===== src/rtl/ser_pkg.sv =====
// Shared widths and the layout of the status-plus-position word.
package ser_pkg;
    localparam int MAG_W  = 12;
    localparam int WORD_W = MAG_W + 4;
    localparam int CNT_W  = 16;

    // Shift order is fixed: the readers decode bits by position.
    typedef struct packed {
        logic             los;
        logic             ovr;
        logic             unr;
        logic             sign;
        logic [MAG_W-1:0] mag;
    } pos_word_t;
endpackage


===== src/rtl/ser_sync.sv =====
// Multi-stage synchroniser for a bundle of asynchronous level inputs.
// Assumes each input level is held far longer than STAGES clocks.
module ser_sync #(
    parameter int W = 2,
    parameter int STAGES = 2,
    parameter logic [W-1:0] RST_VAL = '0
) (
    input  logic         clk,
    input  logic         rst_n,
    input  logic [W-1:0] din,
    output logic [W-1:0] dout
);
    logic [W-1:0] stage [STAGES];

    for (genvar g = 0; g < STAGES; g++) begin : g_stage
        if (g == 0) begin : g_first
            // First flop: samples the raw asynchronous input.
            always_ff @(posedge clk) begin
                if (!rst_n) stage[g] <= RST_VAL;
                else        stage[g] <= din;
            end
        end else begin : g_next
            // Later flops: let any metastable value settle.
            always_ff @(posedge clk) begin
                if (!rst_n) stage[g] <= RST_VAL;
                else        stage[g] <= stage[g-1];
            end
        end
    end

    assign dout = stage[STAGES-1];
endmodule


===== src/rtl/ser_setup_guard.sv =====
// Counts system clocks since the select fall and flags any serial-clock
// rise that comes earlier than setup_limit. The flag is sticky until the
// next select fall. Assumes setup_limit is static during a read.
module ser_setup_guard
    import ser_pkg::*;
#(
    parameter int CW = CNT_W
) (
    input  logic          clk,
    input  logic          rst_n,
    input  logic          fall_evt,
    input  logic          selected,
    input  logic          sclk_rise,
    input  logic [CW-1:0] setup_limit,
    output logic          setup_err
);
    logic [CW-1:0] since_fall;

    // Saturating cycle count since the last select fall.
    always_ff @(posedge clk) begin
        if (!rst_n)                        since_fall <= '0;
        else if (fall_evt)                 since_fall <= '0;
        else if (selected && since_fall != '1) since_fall <= since_fall + 1'b1;
    end

    // Sticky violation flag, cleared at the start of each read.
    always_ff @(posedge clk) begin
        if (!rst_n)        setup_err <= 1'b0;
        else if (fall_evt) setup_err <= 1'b0;
        else if (sclk_rise && selected && since_fall < setup_limit)
            setup_err <= 1'b1;
    end

    // once set, the flag holds until a new select fall.
    a_r8_err_sticky: assert property (@(posedge clk) disable iff (!rst_n)
        setup_err && !fall_evt |=> setup_err);
endmodule


===== src/rtl/ser_shifter.sv =====
// Capture register and MSB-first shifter with output enable.
// A load freezes the word; each shift moves the top bit onto sdo and
// fills zeros from below. Assumes load and shift come from clean edges.
module ser_shifter
    import ser_pkg::*;
#(
    parameter int WW = WORD_W
) (
    input  logic          clk,
    input  logic          rst_n,
    input  logic          load,
    input  logic          shift_en,
    input  logic          deselect,
    input  logic [WW-1:0] word_in,
    output logic          sdo,
    output logic          sdo_oe
);
    localparam int SCW = $clog2(WW + 1);

    logic [WW-1:0]  shreg;
    logic [SCW-1:0] shift_cnt;
    logic           sdo_q;

    // Capture and shift path; load wins over a coincident shift.
    always_ff @(posedge clk) begin
        if (!rst_n) begin
            shreg <= '0;
            sdo_q <= 1'b0;
        end else if (load) begin
            shreg <= word_in;
            sdo_q <= 1'b0;
        end else if (shift_en) begin
            sdo_q <= shreg[WW-1];
            shreg <= {shreg[WW-2:0], 1'b0};
        end
    end

    // Saturating count of bits shifted since the last load.
    always_ff @(posedge clk) begin
        if (!rst_n)                                    shift_cnt <= SCW'(WW);
        else if (load)                                 shift_cnt <= '0;
        else if (shift_en && shift_cnt != SCW'(WW))    shift_cnt <= shift_cnt + 1'b1;
    end

    // Output enable: on at capture, off as soon as the select is high.
    always_ff @(posedge clk) begin
        if (!rst_n)        sdo_oe <= 1'b0;
        else if (deselect) sdo_oe <= 1'b0;
        else if (load)     sdo_oe <= 1'b1;
    end

    // Data line reads zero whenever it is not driven.
    assign sdo = sdo_oe & sdo_q;

    // a shift presents the previous top bit.
    a_r3_msb_out: assert property (@(posedge clk) disable iff (!rst_n)
        shift_en && !load |=> sdo_q == $past(shreg[WW-1]));
    // after a full word only zeros remain.
    a_r5_zero_tail: assert property (@(posedge clk) disable iff (!rst_n)
        shift_cnt == SCW'(WW) |-> shreg == '0);
    // with no load or shift the captured word does not move.
    a_r6_hold: assert property (@(posedge clk) disable iff (!rst_n)
        !load && !shift_en |=> $stable(shreg));
endmodule


===== src/rtl/ser_pos_port.sv =====
// Three-wire serial readout port. It synchronises the select and the
// serial clock, detects their edges, captures the word on a select fall
// and shifts it out MSB first on serial-clock rises. Assumes the host
// keeps each select and serial-clock level for several system clocks.
module ser_pos_port
    import ser_pkg::*;
(
    input  logic             clk,
    input  logic             rst_n,
    input  logic             cs_n_in,
    input  logic             sclk_in,
    input  logic             flag_los,
    input  logic             flag_ovr,
    input  logic             flag_unr,
    input  logic             pos_sign,
    input  logic [MAG_W-1:0] pos_mag,
    input  logic [CNT_W-1:0] setup_limit,
    output logic             sdo,
    output logic             sdo_oe,
    output logic             setup_err
);
    logic [1:0] sync_out;
    logic       cs_s, sclk_s, cs_prev, sclk_prev;
    logic       fall_evt, sclk_rise, selected;
    pos_word_t  live_word;

    ser_sync #(.W(2), .STAGES(2), .RST_VAL(2'b10)) u_sync (
        .clk  (clk),
        .rst_n(rst_n),
        .din  ({cs_n_in, sclk_in}),
        .dout (sync_out)
    );
    assign cs_s   = sync_out[1];
    assign sclk_s = sync_out[0];

    // Previous synchronised levels for edge detection.
    always_ff @(posedge clk) begin
        if (!rst_n) begin
            cs_prev   <= 1'b1;
            sclk_prev <= 1'b0;
        end else begin
            cs_prev   <= cs_s;
            sclk_prev <= sclk_s;
        end
    end

    assign fall_evt  = cs_prev & ~cs_s;
    assign sclk_rise = sclk_s & ~sclk_prev;
    assign selected  = ~cs_s;

    // Assemble the live status-plus-position word.
    always_comb begin
        live_word.los  = flag_los;
        live_word.ovr  = flag_ovr;
        live_word.unr  = flag_unr;
        live_word.sign = pos_sign;
        live_word.mag  = pos_mag;
    end

    ser_shifter #(.WW(WORD_W)) u_shift (
        .clk     (clk),
        .rst_n   (rst_n),
        .load    (fall_evt),
        .shift_en(sclk_rise & selected),
        .deselect(cs_s),
        .word_in (live_word),
        .sdo     (sdo),
        .sdo_oe  (sdo_oe)
    );

    ser_setup_guard #(.CW(CNT_W)) u_guard (
        .clk        (clk),
        .rst_n      (rst_n),
        .fall_evt   (fall_evt),
        .selected   (selected),
        .sclk_rise  (sclk_rise),
        .setup_limit(setup_limit),
        .setup_err  (setup_err)
    );

    // a high select releases the line on the next clock.
    a_r1_release: assert property (@(posedge clk) disable iff (!rst_n)
        cs_s |=> !sdo_oe);
    // a select fall enables the line with zero before any shift.
    a_r2_capture: assert property (@(posedge clk) disable iff (!rst_n)
        fall_evt |=> sdo_oe && !sdo);
    // every read starts with a clear setup flag.
    a_r8_clear: assert property (@(posedge clk) disable iff (!rst_n)
        fall_evt |=> !setup_err);
endmodule


===== config.mk =====
export PLATFORM = sky130hd
export DESIGN_NAME = ser_pos_port
export DESIGN_NICKNAME = d
export VERILOG_FILES = /design/src/rtl/ser_pkg.sv /design/src/rtl/ser_sync.sv /design/src/rtl/ser_setup_guard.sv /design/src/rtl/ser_shifter.sv /design/src/rtl/ser_pos_port.sv
export SDC_FILE = /design/constraint.sdc
export NUM_CORES = 1
export LEC_CHECK = 0
export ABC_AREA = 1
export BUFFER_PORTS_ARGS = -buffer_cell sky130_fd_sc_hd__buf_2
export CORE_ASPECT_RATIO = 1.1
export CORE_MARGIN = 2
export CORE_UTILIZATION = 25
export DETAILED_ROUTE_END_ITERATION = 12
export GPL_TIMING_DRIVEN = 0
export SYNTH_ARGS = -nofsm -noshare
export SYNTH_HDL_FRONTEND = slang
export SYNTH_SLANG_ARGS = --single-unit

===== constraint.sdc =====
create_clock -name clk -period 5.1 [get_ports clk]
set_clock_uncertainty 0.15 [all_clocks]
set_input_delay 1.53 -clock clk [delete_from_list [all_inputs] [get_ports clk]]
set_output_delay 1.53 -clock clk [all_outputs]
set_load 0.01 [all_outputs]

# [Word level (Yosys, flattened, before mapping)]
# Memories as Yosys holds them, arrays and structs flattened.
# Index checks and enable logic that the tools add are counted.
[op_classes] n_reduce_logical=6 n_bitwise=9 muxes=6 eq_ne=1 order_cmp=1 add_sub_neg=1
[op_table] op="$mux W16" n=2
[op_table] op="$add A16 B1 Y16 const B" n=1
[op_table] op="$lt A16 B16 Y1" n=1
[op_table] op="$ne A16 B16 Y1 const B" n=1
[op_table] op="$and A1 B1 Y1" n=4
[op_table] op="$mux W2" n=2
[op_table] op="$reduce_or A2 Y1" n=2
[op_table] op="$logic_and A1 B1 Y1" n=3
[op_table] op="$not A1 Y1" n=3
[op_table] op="$mux W1" n=2
[op_table] op="$or A1 B1 Y1" n=2
[op_table] op="$reduce_bool A2 Y1" n=1
[totals] input_bits=36 out_inout_bits=3 memories=1 ram_bits=4 word_cells=32 reg_bits=37
[memory_table] memory="u_sync.stage" words=2 word_bits=2 rd=2 rd_ports_with_merged_regs=0 write_ports=2 line="ser_sync.sv:13" rtl="logic [W-1:0] stage [STAGES];"

# [Logic depth before layout (Yosys ltp)]
[depth] word_depth=5 ltp_mapped=11

# [Cells and area by module]
# A second synthesis with hierarchy kept.
[unflattened] hier_cells=360 hier_area_um2=2418.6
[by_module_without_submodules] mod="ser_setup_guard" area_each_um2=1342.5 n_inst=1 seq_area_each_um2=340.3 cells_each=204
[by_module_without_submodules] mod="ser_shifter" area_each_um2=883.3 n_inst=1 seq_area_each_um2=360.3 cells_each=132
[by_module_without_submodules] mod="ser_sync" area_each_um2=110.1 n_inst=1 seq_area_each_um2=80.1 cells_each=12
[by_module_without_submodules] mod="ser_pos_port" area_each_um2=82.6 n_inst=1 seq_area_each_um2=40.0 cells_each=12

# [Worst setup path after synthesis]
# OpenSTA, ideal clock, no wires.
[synth_timing] path_type="in2reg" start="input setup_limit[5]" end="register u_guard.setup_err" path_buffers=0 path_slack_ns=2.518 cell_stages=9 setup_time_ns=0.070 arrival_ns=2.362 cell_sequence="inv_1 > ha_1 > a21oi_1 > nor2_1 > nor3_1 > nand2_1 > nand2_1 > nand2_1 > a21oi_1"
[synth_between] elab_chain_len=2
[synth_rtl] item="from (decl)" line="ser_pos_port.sv:17" rtl="input logic [CNT_W-1:0] setup_limit,"
[synth_rtl] item="$lt A16 B16 Y1" line="ser_setup_guard.sv:30" rtl="else if (sclk_rise && selected && since_fall < setup_limit)"
[synth_rtl] item="$logic_and A1 B1 Y1" line="ser_setup_guard.sv:30"
[synth_rtl] item="to (signal assigned)" line="ser_setup_guard.sv:28" rtl="if (!rst_n) setup_err <= 1'b0;"
[synth_rtl] item="to (signal assigned)" line="ser_setup_guard.sv:29" rtl="else if (fall_evt) setup_err <= 1'b0;"
[synth_rtl] item="to (signal assigned)" line="ser_setup_guard.sv:31" rtl="setup_err <= 1'b1;"
[synth_rtl] item="to (decl)" line="ser_setup_guard.sv:15" rtl="output logic setup_err"
# No other way between the ends.
# A chain may end at the register's enable or synchronous reset.

# [Worst setup path after layout]
[layout_timing] start="input rst_n" end="register u_guard.since_fall[15]"
[layout_between] elab_chain_len=2
[layout_rtl] item="from (decl)" line="ser_pos_port.sv:9" rtl="input logic rst_n,"
[layout_rtl] item="$not A1 Y1 (no source line)"
[layout_rtl] item="$reduce_or A2 Y1 (no source line)"
[layout_rtl] item="to (signal assigned)" line="ser_setup_guard.sv:23" rtl="else if (selected && since_fall != '1) since_fall <= since_fall + 1'b1;"
[layout_rtl] item="to (decl)" line="ser_setup_guard.sv:17" rtl="logic [CW-1:0] since_fall;"
# No other way between the ends.

==> out/qor.yml <==
final_layout:
  nets: 422
  syn2layout_area_growth_pct: 18.9
  design_area_sq_um: 2750
  diodes: 0
  drive_gt1_frac: 0.197
  fill_cells: 976
  instances_no_fill: 484
sta:
  tightest_slew_ns: 0.454
  period_minus_slack_ns: 2.58
  fmax_ghz: 0.387
  maxSlewViolCount: 0
  relSlewSlack: 0.697
  finalSetupTns_ns: 0
  setup_violations: 0
  hold_viol_final: 0
  rsz0062_at_grt: "false"
  fin_crit_sh: 0.506
synth:
  synth_seq_cells: 41
  synth_edf_count: 0
  syn-num-nets: 377
  synth_area_leaders: "dfxtp_1 (36%), nand2_1 (15%), ha_1 (8.7%)"
  synth_top_area_frac: 0.355
  syn_area_sq_um: 2310
  yosys_most_used_dff: "dfxtp_1"
  yosysMostFrequentCell: "nand2_1"
  ys_top_cells_by_count: "nand2_1 (91), inv_1 (46), dfxtp_1 (41), nor2_1 (23), nand3_1 (21)"
  seq_area_frac_synth: 0.355
  ys_warn_count: 0
  synthArstFlopShare: 0
  synth_cell_types: 28
  netlist_instances: 325
  yosysTopAreaCell: "dfxtp_1"
  synth_area_per_cell_sq_um: 7.11
clock_network:
  cts_resized: 0
  clkSinkCount: 41
  numCtsBuffers: 5
  cts.clk_slew.worst_paths_ns: 0.08
  clock_path_buffers: 2
  clockRootBuffer: "clkbuf_8"
  cts_tree: "built"
  hold_buffers: 0
  h-tree-depth: 2
  clk-insertion-delay-late_ns: 0.29
  postCtsSetupBuffers: 0
worst_setup_path:
  critPathKind: "primary input to register"
  cp-endpoint: "u_guard.since_fall[15]"
  reg2reg_slack_ns: 3.29
  r2r_end: "u_guard.since_fall[13]"
  end_kind: "register"
  arrival_ns: 2.66
  start_kind: "primary input"
  rr_worst_depth: 9
  crit_fanout: 10
  crit_start: "rst_n"
  timing.rr.start: "u_guard.since_fall[0]"
  cp.required_ns: 5.18
global_route:
  grt_pass1_vias: 1988
  grt_max_degree: 13
  grt_pass1_wl_um: 8420
  grt.total_usage: 0.104
  gr-total-overflow: 0
  antenna_found_initial: 0
routing:
  wirelength_um: 5020
  drc: 0
  via_per_inst: 4.44
  ant_nets: 0
  wl_per_cell_um: 10.4
  detail_route.iter0.violations: 55
  dr.pass1.iters: 4
  vias: 2148
die:
  die_area_sq_um: 10000
  core.rowCount: 36
  core_area_sq_um: 8920
  die_h_um: 105
  start_util: 0.259
  ios: 39
  die_w_um: 95.6
min_path:
  hold_path_class: "register to register"
  hold-path-cell-count: 1
placed_design:
  port_buffers: 38
  dp_hpwl_um: 3880
  place_area_sq_um: 2640
  place_congestion: 0.822
  dp_cells: 477
flow_run:
  drv_cap: 0
outcome:
  status: "complete, no violations"
power:
  ir_drop_uv: 121
  powerDensity_nw_per_um2: 232
  leakagePower_nw: 1.21
[through the flow]
step | util | hold WS (ns) | total power [mW] | setup WS, ns
detailed placement | 0.296 | 0.250 | 0.395 | 2.19
global route | 0.308 | 0.302 | 0.670 | 2.38
CTS | 0.308 | 0.269 | 0.647 | 2.50
global placement | 0.296 | 0.248 | 0.394 | 2.20
finish | 0.308 | 0.268 | 0.639 | 2.52
floorplan | - | 0.240 | 0.371 | 2.52
[worst max-delay path, cell delays in order]
cell and delay [ns]:
buf_2 0.15, inv_1 0.15, nor2_2 0.37, inv_1 0.09, buf_2 0.22, a21oi_1 0.14
[worst min-delay path by stage]
stage | startpoint | end
2_1_floorplan | u_sync.stage[0][0] | u_sync.stage[1][0]
3_3_place_gp | u_sync.stage[0][1] | u_sync.stage[1][1]
3_5_place_dp | u_sync.stage[0][1] | u_sync.stage[1][1]
4_1_cts | u_sync.stage[0][1] | u_sync.stage[1][1]
5_1_grt | u_sync.stage[0][1] | u_sync.stage[1][1]
6_report | u_sync.stage[0][1] | u_sync.stage[1][1]
[power breakdown]
part	internal, mW	switching, mW	leakage (nW)
Sequential	0.327	0.00409	0.333
Combinational	0.0239	0.0311	0.821
Clock	0.142	0.110	0.0540
Total	0.494	0.145	1.21
[routing by layer]
metal | vias up | GRT usage | share of wire
met5 | - | 0 | 0
met4 | 0 | 0.0327 | 0.0096
met3 | 8 | 0.0238 | 0.047
met2 | 55 | 0.181 | 0.50
met1 | 953 | 0.125 | 0.44
li1 | 1132 | - | -
[cell type report]
type / count / area [sq um] / area share
multi-input combinational: 229 / 1250 / 0.456
sequential: 41 / 821 / 0.299
timing repair buffer: 38 / 190 / 0.0692
inverter: 47 / 176 / 0.0642
tap: 114 / 143 / 0.0519
clock buffer: 5 / 68.8 / 0.0251
buffer: 8 / 58.8 / 0.0214
clock inverter: 2 / 35.0 / 0.0128
[cell usage in the layout, fill, tap and decap left out, types with 6 or more instances in the layout]
cell and instances:
nand2_1 91, inv_1 46, dfxtp_1 41, buf_2 39, nor2_1 23, nand3_1 21, ha_1 16, a31oi_1 15
a21oi_1 12, o21ai_0 10, a21oi_2 8, nor3_1 6, xor2_1 6
[state kept, by name, indices dropped and copies added (netlist names)]
signal and cells:
cs_prev 1, sclk_prev 1, u_guard.setup_err 1, u_guard.since_fall 16, u_shift.sdo_oe 1, u_shift.sdo_q 1, u_shift.shreg 16, u_sync.stage 4
[cells by family (layout without fill, tap and decap cells)]
| logic type | count (synthesis) | count (layout) | synth area share |
|---|---|---|---|
| and+or+nand+nor | 161 | 161 | 0.311 |
| xor gates and xnor gates | 7 | 7 | 0.0265 |
| DFF | 41 | 41 | 0.355 |
| buffers and inverters | 55 | 100 | 0.102 |
| AOI/OAI and AO/OA | 45 | 45 | 0.119 |
| adders and majority gates | 16 | 16 | 0.0867 |
No activity file was read; power rests on OpenSTA's default activity.
